`config.mk`:
```
export PLATFORM = sky130hd
export DESIGN_NAME = stuck_fault_adder
export DESIGN_NICKNAME = d
export VERILOG_FILES = /design/src/rtl/fault_adder_pkg.sv /design/src/rtl/fa_cell.sv /design/src/rtl/rca_chain.sv /design/src/rtl/stuck_fault_adder.sv
export SDC_FILE = /design/constraint.sdc
export NUM_CORES = 1
export LEC_CHECK = 0
export CORE_MARGIN = 2
export CORE_UTILIZATION = 54
export DETAILED_ROUTE_END_ITERATION = 8
export DONT_BUFFER_PORTS = 1
export GPL_ROUTABILITY_DRIVEN = 0
export PLACE_DENSITY = 0.73
export SLEW_MARGIN = 40
export SYNTH_ARGS = -nofsm -noshare
export SYNTH_HDL_FRONTEND = slang
export SYNTH_SLANG_ARGS = --single-unit
```
`constraint.sdc`:
```
create_clock -name vclk -period 9.2
set_clock_uncertainty 0.15 [all_clocks]
set_input_delay 0.46 -clock vclk [all_inputs]
set_output_delay 0.46 -clock vclk [all_outputs]
set_load 0.005 [all_outputs]
```
`src/rtl/fault_adder_pkg.sv`:
```
package fault_adder_pkg;
    localparam int NODE_W = 3;
    localparam int NODES_PER_CELL = 1 << NODE_W;

    typedef enum logic [NODE_W-1:0] {
        ND_OPA    = 3'd0,
        ND_OPB    = 3'd1,
        ND_CIN    = 3'd2,
        ND_HALF   = 3'd3,
        ND_GEN    = 3'd4,
        ND_PROP   = 3'd5,
        ND_SUM    = 3'd6,
        ND_COUT   = 3'd7
    } node_e;

    function automatic logic site_value(input logic raw, input logic hit,
                                        input logic [NODE_W-1:0] sel,
                                        input node_e id, input logic val);
        return (hit && sel == id) ? val : raw;
    endfunction
endpackage

```
`src/rtl/fa_cell.sv`:
```
module fa_cell
    import fault_adder_pkg::*;
(
    input  logic              a_i,
    input  logic              b_i,
    input  logic              c_i,
    input  logic              hit_i,
    input  logic [NODE_W-1:0] node_i,
    input  logic              val_i,
    output logic              s_o,
    output logic              c_o
);
    logic na, nb, nc, nh, ng, np;

    always_comb begin
        na  = site_value(a_i, hit_i, node_i, ND_OPA, val_i);
        nb  = site_value(b_i, hit_i, node_i, ND_OPB, val_i);
        nc  = site_value(c_i, hit_i, node_i, ND_CIN, val_i);
        nh  = site_value(na ^ nb, hit_i, node_i, ND_HALF, val_i);
        ng  = site_value(na & nb, hit_i, node_i, ND_GEN, val_i);
        np  = site_value(nh & nc, hit_i, node_i, ND_PROP, val_i);
        s_o = site_value(nh ^ nc, hit_i, node_i, ND_SUM, val_i);
        c_o = site_value(ng | np, hit_i, node_i, ND_COUT, val_i);
    end

    always_comb begin
        if (hit_i && node_i == ND_SUM)
            p_sum_stuck_r5: assert (s_o == val_i);
        if (hit_i && node_i == ND_COUT)
            p_cout_stuck_r5: assert (c_o == val_i);
        if (!hit_i)
            p_cell_clean_r1: assert ({c_o, s_o} == 2'(a_i) + 2'(b_i) + 2'(c_i));
    end
endmodule

```
`src/rtl/rca_chain.sv`:
```
module rca_chain
    import fault_adder_pkg::*;
#(
    parameter int WIDTH  = 4,
    parameter int CELL_W = 2
) (
    input  logic [WIDTH-1:0]  a_i,
    input  logic [WIDTH-1:0]  b_i,
    input  logic              en_i,
    input  logic [CELL_W-1:0] cell_i,
    input  logic [NODE_W-1:0] node_i,
    input  logic              val_i,
    output logic [WIDTH-1:0]  s_o,
    output logic              c_o
);
    logic [WIDTH:0] carry;
    assign carry[0] = 1'b0;
    assign c_o      = carry[WIDTH];

    for (genvar i = 0; i < WIDTH; i++) begin : g_cell
        logic hit;
        assign hit = en_i && (cell_i == CELL_W'(i));
        fa_cell u_cell (
            .a_i    (a_i[i]),
            .b_i    (b_i[i]),
            .c_i    (carry[i]),
            .hit_i  (hit),
            .node_i (node_i),
            .val_i  (val_i),
            .s_o    (s_o[i]),
            .c_o    (carry[i+1])
        );
    end
endmodule

```
`src/rtl/stuck_fault_adder.sv`:
```
module stuck_fault_adder
    import fault_adder_pkg::*;
#(
    parameter int WIDTH = 4,
    localparam int CELL_W = (WIDTH > 1) ? $clog2(WIDTH) : 1,
    localparam int IDX_W  = CELL_W + NODE_W
) (
    input  logic [WIDTH-1:0] op_a,
    input  logic [WIDTH-1:0] op_b,
    input  logic             flt_en,
    input  logic [IDX_W-1:0] flt_idx,
    input  logic             flt_val,
    output logic [WIDTH-1:0] sum,
    output logic             cout,
    output logic [WIDTH-1:0] gold_sum,
    output logic             gold_cout,
    output logic             mismatch
);
    logic [CELL_W-1:0] cell_sel;
    logic [NODE_W-1:0] node_sel;
    assign cell_sel = flt_idx[IDX_W-1:NODE_W];
    assign node_sel = flt_idx[NODE_W-1:0];

    rca_chain #(.WIDTH(WIDTH), .CELL_W(CELL_W)) u_faulty (
        .a_i(op_a), .b_i(op_b), .en_i(flt_en), .cell_i(cell_sel),
        .node_i(node_sel), .val_i(flt_val), .s_o(sum), .c_o(cout)
    );

    rca_chain #(.WIDTH(WIDTH), .CELL_W(CELL_W)) u_golden (
        .a_i(op_a), .b_i(op_b), .en_i(1'b0), .cell_i('0),
        .node_i('0), .val_i(1'b0), .s_o(gold_sum), .c_o(gold_cout)
    );

    assign mismatch = (sum != gold_sum) || (cout != gold_cout);

    logic [WIDTH-1:0] low_mask;
    always_comb begin
        for (int k = 0; k < WIDTH; k++)
            low_mask[k] = (k < int'(cell_sel));
    end

    always_comb begin
        p_gold_add_r1: assert ({gold_cout, gold_sum} == (WIDTH+1)'(op_a) + (WIDTH+1)'(op_b));
        if (!flt_en)
            p_clean_r2: assert (sum == gold_sum && cout == gold_cout && !mismatch);
        if (mismatch)
            p_flag_needs_en_r7: assert (flt_en);
        if (flt_en)
            p_lower_bits_r8: assert (((sum ^ gold_sum) & low_mask) == '0);
    end
endmodule

```
==> run_results.csv, run 1 <==
group,metric,value,unit
drt,post_drt_wl_per_cell,15.5,um
synthesis,synth.area.mux_share,4.46,%
die,row_count,15,
power,power_frac_comb,100.0,%
setup_path,critical-path-top-delay-family,"compound AO/OA/AOI/OAI gates",
placement,numPortBuffers,0,
setup_path,end_kind,"primary output",
global_routing,grt_pass1_vias,774,
layout,seq_area,0,sq um
min_path,min_from,"flt_val",
run,drv_cap,0,
die,ios,26,
timing,fin_tns_setup,0,ps
setup_path,cp.arrival,4660,ps
setup_path,cp_slowest_cell,"or4b_1",
setup_path,crit_type,"in2out",
layout,n_antenna_cell,0,
power,p_int,0.0224,mW
layout,syn_to_final_growth,-8.41,%
layout,layout_commonest_cell,"o21ai_0",
drt,finalWirelength,2.20,mm
synthesis,synth_fa_ha_area_share,17.6,%
drt,drc,0,
layout,fillers,178,
die,initial_core_util,56.9,%
drt,viasPerCell,6.64,
clock_tree,cts_resized,0,
global_routing,grt_max_degree,20,
power,p_leak,0.318,nW
timing,slew_headroom,68.4,%
timing,fmax,190,MHz
power,switching_share,53.1,%
layout,fin_nets,146,
power,clock_power_share,0,%
timing,hold_violations,0,
die,die-area,2180,sq um
synthesis,ys_warn_count,0,
setup_path,slowest_delay,530,ps
placement,hpwlAfterDp,1.70,mm
setup_path,cp_max_fo,12,
layout,final_util,52.1,%
status,run_status,"finished, final reports clean",
drt,num_vias,943,
layout,seq_cell_count,0,
drt,ant_nets,0,
setup_path,cpMostUsedCell,"ha_1",
synthesis,avgSynthCellArea,7.28,sq um
synthesis,synth_top_family_by_area,"compound AO/OA/AOI/OAI gates",
drt,drtIter0Drc,30,
synthesis,syn_nets,162,
global_routing,grt_overflow,0,
global_routing,antenna_found_initial,0,
layout,final-instance-count-excl-fill,142,
die,coreArea,1730,sq um
global_routing,grt.total_usage,21.1,%
power,power.switching,0.0253,mW
min_path,hp-class,"in2out",
timing,setup_violations,0,
die,fp.dieH,46.7,um
timing,post-route-period-util,57.3,%
timing,min_period,5270,ps
clock_tree,cts_setup_buffers,0,
setup_path,start_kind,"primary input",
timing,whs,907,ps
timing,report.final.slew_viol_count,0,
power,vdd_drop_max,24.7,uV
global_routing,grt_pass1_wl,3.47,mm
timing,rsz0062_at_grt,"no",
die,die_w,46.7,um
synthesis,synth_compound_area_share,30.2,%
setup_path,startpoint,"flt_idx[4]",
drt,dr.pass1.iters,4,
setup_path,cp_num_buf_inv,0,
placement,placed_area,900,sq um
placement,placed_cells,142,
timing,worst_pin_slew,470,ps
synthesis,synthXorXnorAreaFrac,2.68,%
setup_path,worstPathRequired,8590,ps
synthesis,ys_seq_area_share,0,%
layout,clkbuf_count,0,
setup_path,cp_cell_sequence,"or3b_1 -> nor4_1 -> mux2_2 -> ha_1 -> o21ai_0 -> o31ai_1 -> ha_1 -> o22a_1 -> ha_1 -> o41ai_1 -> a2bb2oi_1 -> ha_1 -> o22a_1 -> ha_1 -> o21bai_1 -> a32oi_2 -> xnor2_1 -> or4b_1",
layout,most-common-layout-cells,"o21ai_0 (12), inv_1 (11), o31ai_1 (9), ha_1 (9), nor2_1 (8)",
synthesis,syn_area,982,sq um
synthesis,yosys.area_share.simple,29.3,%
synthesis,synthCells,135,
layout,design_area,900,sq um
synthesis,ys_types,41,
power,seq_power_share,0,%
power,power.density,53.1,nW/um^2
layout,drive_gt1_share,10.3,%
clock_tree,cts-hold-fix-buffers,0,
## path summary, 6_finish.rpt
| path | slack (ps) | endpoint | cells past startpoint |
|---|---|---|---|
| min | 910 | sum[1] | 1 |
| max | 3930 | mismatch | 18 |
## synthesized netlist by cell type
cell type	instances	area share [%]
o21ai_0	12	6.1
inv_1	11	4.2
buf_4	10	7.6
ha_1	9	11
o31ai_1	9	6.9
nor2_1	8	3.1
nand2_1	7	2.7
nor4_1	7	4.5
clkbuf_1	6	2.3
nand3b_1	5	3.8
nand2b_1	4	2.5
nor3_1	4	2.0
a21oi_1	3	1.5
fa_1	3	6.1
mux2_2	3	3.4
nand3_1	3	1.5
xnor2_1	3	2.7
a32oi_1	2	1.8
o22a_1	2	1.8
o22ai_1	2	1.3
or2_2	2	1.3
a211oi_1	1	0.76
a211oi_2	1	1.3
a2bb2oi_1	1	0.89
a31oi_1	1	0.64
a32oi_2	1	1.7
buf_2	1	0.51
buf_6	1	1.1
mux2i_1	1	1.0
nand2b_4	1	1.4
nand4_2	1	1.3
nand4b_4	1	2.4
o21a_1	1	0.76
o21bai_1	1	0.76
o31a_1	1	0.89
o31ai_2	1	1.3
o32a_1	1	1.0
o41ai_1	1	0.89
or3b_1	1	0.89
or3b_2	1	0.89
or4b_1	1	1.0
## power groups by stage
stage	Clock [mW]	Combinational (mW)	Sequential (mW)
floorplan	0	0.0526	0
global placement	0	0.0468	0
detailed placement	0	0.0473	0
CTS	0	0.0479	0
global route	0	0.0533	0
finish	0	0.0478	0
## per-layer routing
layer	track usage [%]	vias up	wire length, um
met2	33.3	37	974
met3	0.392	2	171
li1	-	462	-
met4	2.22	0	22
met5	0	-	0
met1	32.6	442	1030
## cell type report
| class | count | area (sq um) | share of cell area [%] |
|---|---|---|---|
| inverters | 11 | 41.3 | 4.59 |
| multi-input cells | 106 | 827 | 91.9 |
| well taps | 25 | 31.3 | 3.48 |
## cell families after synthesis
family / Yosys count
AOI/OAI and AO/OA: 41
xor gates and xnor gates: 3
adders and majority gates: 12
buffers and inverters: 29
muxes: 4
and+or+nand+nor: 46
## stage by stage
stage	setup slack (ps)	power, mW
after floorplan	4070	0.0526
after global placement	4000	0.0468
after detailed placement	3920	0.0473
after CTS	3920	0.0479
after global routing	3730	0.0533
final	3930	0.0478
Power figures use the tool's default switching activity.
==> run 2: changes to the inputs <==
--- a/config.mk
+++ b/config.mk
@@ -5,12 +5,13 @@
 export SDC_FILE = /design/constraint.sdc
 export NUM_CORES = 1
 export LEC_CHECK = 0
+export ABC_AREA = 1
 export CORE_MARGIN = 2
 export CORE_UTILIZATION = 54
 export DETAILED_ROUTE_END_ITERATION = 8
 export DONT_BUFFER_PORTS = 1
 export GPL_ROUTABILITY_DRIVEN = 0
-export PLACE_DENSITY = 0.73
+export PLACE_DENSITY = 0.76
 export SLEW_MARGIN = 40
 export SYNTH_ARGS = -nofsm -noshare
 export SYNTH_HDL_FRONTEND = slang
==> constraint.sdc (replaced) <==
create_clock -name vclk -period 4.7
set_clock_uncertainty 0.15 [all_clocks]
set_input_delay 0.235 -clock vclk [all_inputs]
set_output_delay 0.235 -clock vclk [all_outputs]
set_load 0.005 [all_outputs]
==> run 2 against run 1 <==
Combinational power rose by 86%; critical path depth rose by 11; via count up 12%; area after synthesis shrank 7.9%; utilization grew 3.5 points; synthesized cell count rose by 26%; sequential share of layout area is the same; wire length is 4.0% lower; first-iteration DRC count grew 37%; final cell count rose by 24%; global-route usage grew 0.34 points; cell area decreased by 4.7%; largest cell class unchanged; highest routed layer is now met3.
==> run_results.csv, run 2 <==
group,metric,value,unit
status,run_status,"finished, final reports clean",
run,drv_cap,0,
die,ios,26,
drt,num_vias,1060,
synthesis,ys_seq_area_share,0,%
layout,syn_to_final_growth,-5.26,%
setup_path,critical-path-top-delay-family,"simple AND/OR/NAND/NOR gates",
die,initial_core_util,58.7,%
placement,numPortBuffers,0,
setup_path,end_kind,"primary output",
timing,rsz0062_at_grt,"no",
timing,hold_violations,0,
setup_path,cp.arrival,3670,ps
setup_path,cp_num_buf_inv,2,
die,die-area,2020,sq um
setup_path,cp_slowest_cell,"nor2_1",
timing,worst_pin_slew,474,ps
global_routing,grt.total_usage,21.4,%
global_routing,grt_overflow,0,
layout,seq_cell_count,0,
drt,drtIter0Drc,41,
timing,fin_tns_setup,0,ps
layout,seq_area,0,sq um
min_path,hp-class,"in2out",
layout,drive_gt1_share,3.13,%
drt,viasPerCell,6.02,
die,die_w,44.9,um
power,power.density,104,nW/um^2
global_routing,antenna_found_initial,0,
timing,fmax,246,MHz
synthesis,syn_nets,197,
layout,final_util,55.6,%
global_routing,grt_pass1_wl,3.44,mm
layout,fin_nets,189,
layout,layout_commonest_cell,"nand2_1",
clock_tree,cts_setup_buffers,0,
timing,post-route-period-util,86.4,%
global_routing,grt_max_degree,16,
synthesis,synth_top_area_cell,"nand2_1",
layout,most-common-layout-cells,"nand2_1 (43), inv_1 (22), nand3_1 (22)",
synthesis,yosys-top-cells-area,"nand2_1 (18%), ha_1 (12%), nand3_1 (12%)",
drt,post_drt_wl_per_cell,12.0,um
clock_tree,cts-hold-fix-buffers,0,
synthesis,synth_common_cells,"nand2_1 (43), inv_1 (22), nand3_1 (22)",
global_routing,grt_pass1_vias,861,
setup_path,slowest_delay,280,ps
setup_path,worstPathRequired,4320,ps
power,p_leak,0.445,nW
timing,slew_headroom,68.3,%
layout,n_antenna_cell,0,
die,row_count,14,
clock_tree,cts_resized,0,
drt,drc,0,
setup_path,crit_type,"in2out",
layout,fillers,169,
setup_path,cp_max_fo,7,
synthesis,synthCells,170,
synthesis,syn_area,905,sq um
synthesis,avgSynthCellArea,5.32,sq um
placement,hpwlAfterDp,1.77,mm
die,fp.dieH,44.9,um
drt,dr.pass1.iters,5,
die,coreArea,1540,sq um
timing,setup_violations,0,
synthesis,synth.most_common_cell,"nand2_1",
layout,clkbuf_count,0,
power,vdd_drop_max,50.3,uV
synthesis,synth.top_cell.area_share,17.8,%
synthesis,ys_types,16,
setup_path,start_kind,"primary input",
drt,finalWirelength,2.11,mm
timing,report.final.slew_viol_count,0,
timing,min_period,4060,ps
synthesis,ys_warn_count,0,
drt,ant_nets,0,
[run 2: logic make-up after synthesis]
kind of cell    Yosys count  synth area share, %
compound gates           32                 19.1
buf+inv                  34                 18.3
fa+ha+maj                12                 19.1
simple gates             92                 43.6
[run 2: layout make-up]
class                      count  area, sq um  area share (%)
timing repair buffer           2         15.0            1.75
inverter                      22         82.6            9.64
multi-input combinational    136          739            86.3
tap                           16         20.0            2.34
[run 2: report_power, final]
group / switching (mW) / internal (mW)
Combinational: 0.0560 / 0.0328
Sequential: 0 / 0
Clock: 0 / 0
Total: 0.0560 / 0.0328
[run 2: through the flow]
step                      setup WS (ps)  hold slack [ps]  total power [mW]  std cells  cell area, sq um
after floorplan                     943              534            0.0918        170               905
after global placement              717              446            0.0861        176               857
after detailed placement            637              450            0.0888        176               857
after CTS                           642              451            0.0891        176               857
after global routing                240              457             0.103        176               857
final                               641              449            0.0888        176               857
[run 2: final timing paths]
check / startpoint / endpoint / slack (ps) / cells after the start
worst max-delay path: flt_idx[1] / mismatch / 640 / 29
worst min-delay path: flt_val / sum[0] / 450 / 2
[run 2: per-layer routing]
metal  routed length, um  vias to the layer above  global-route usage (%)
met2                 978                       41                    36.6
met1                 941                      470                    31.0
met5                   0                        -                       0
li1                    -                      549                       -
met4                   0                        0                       0
met3                 192                        0                    2.00
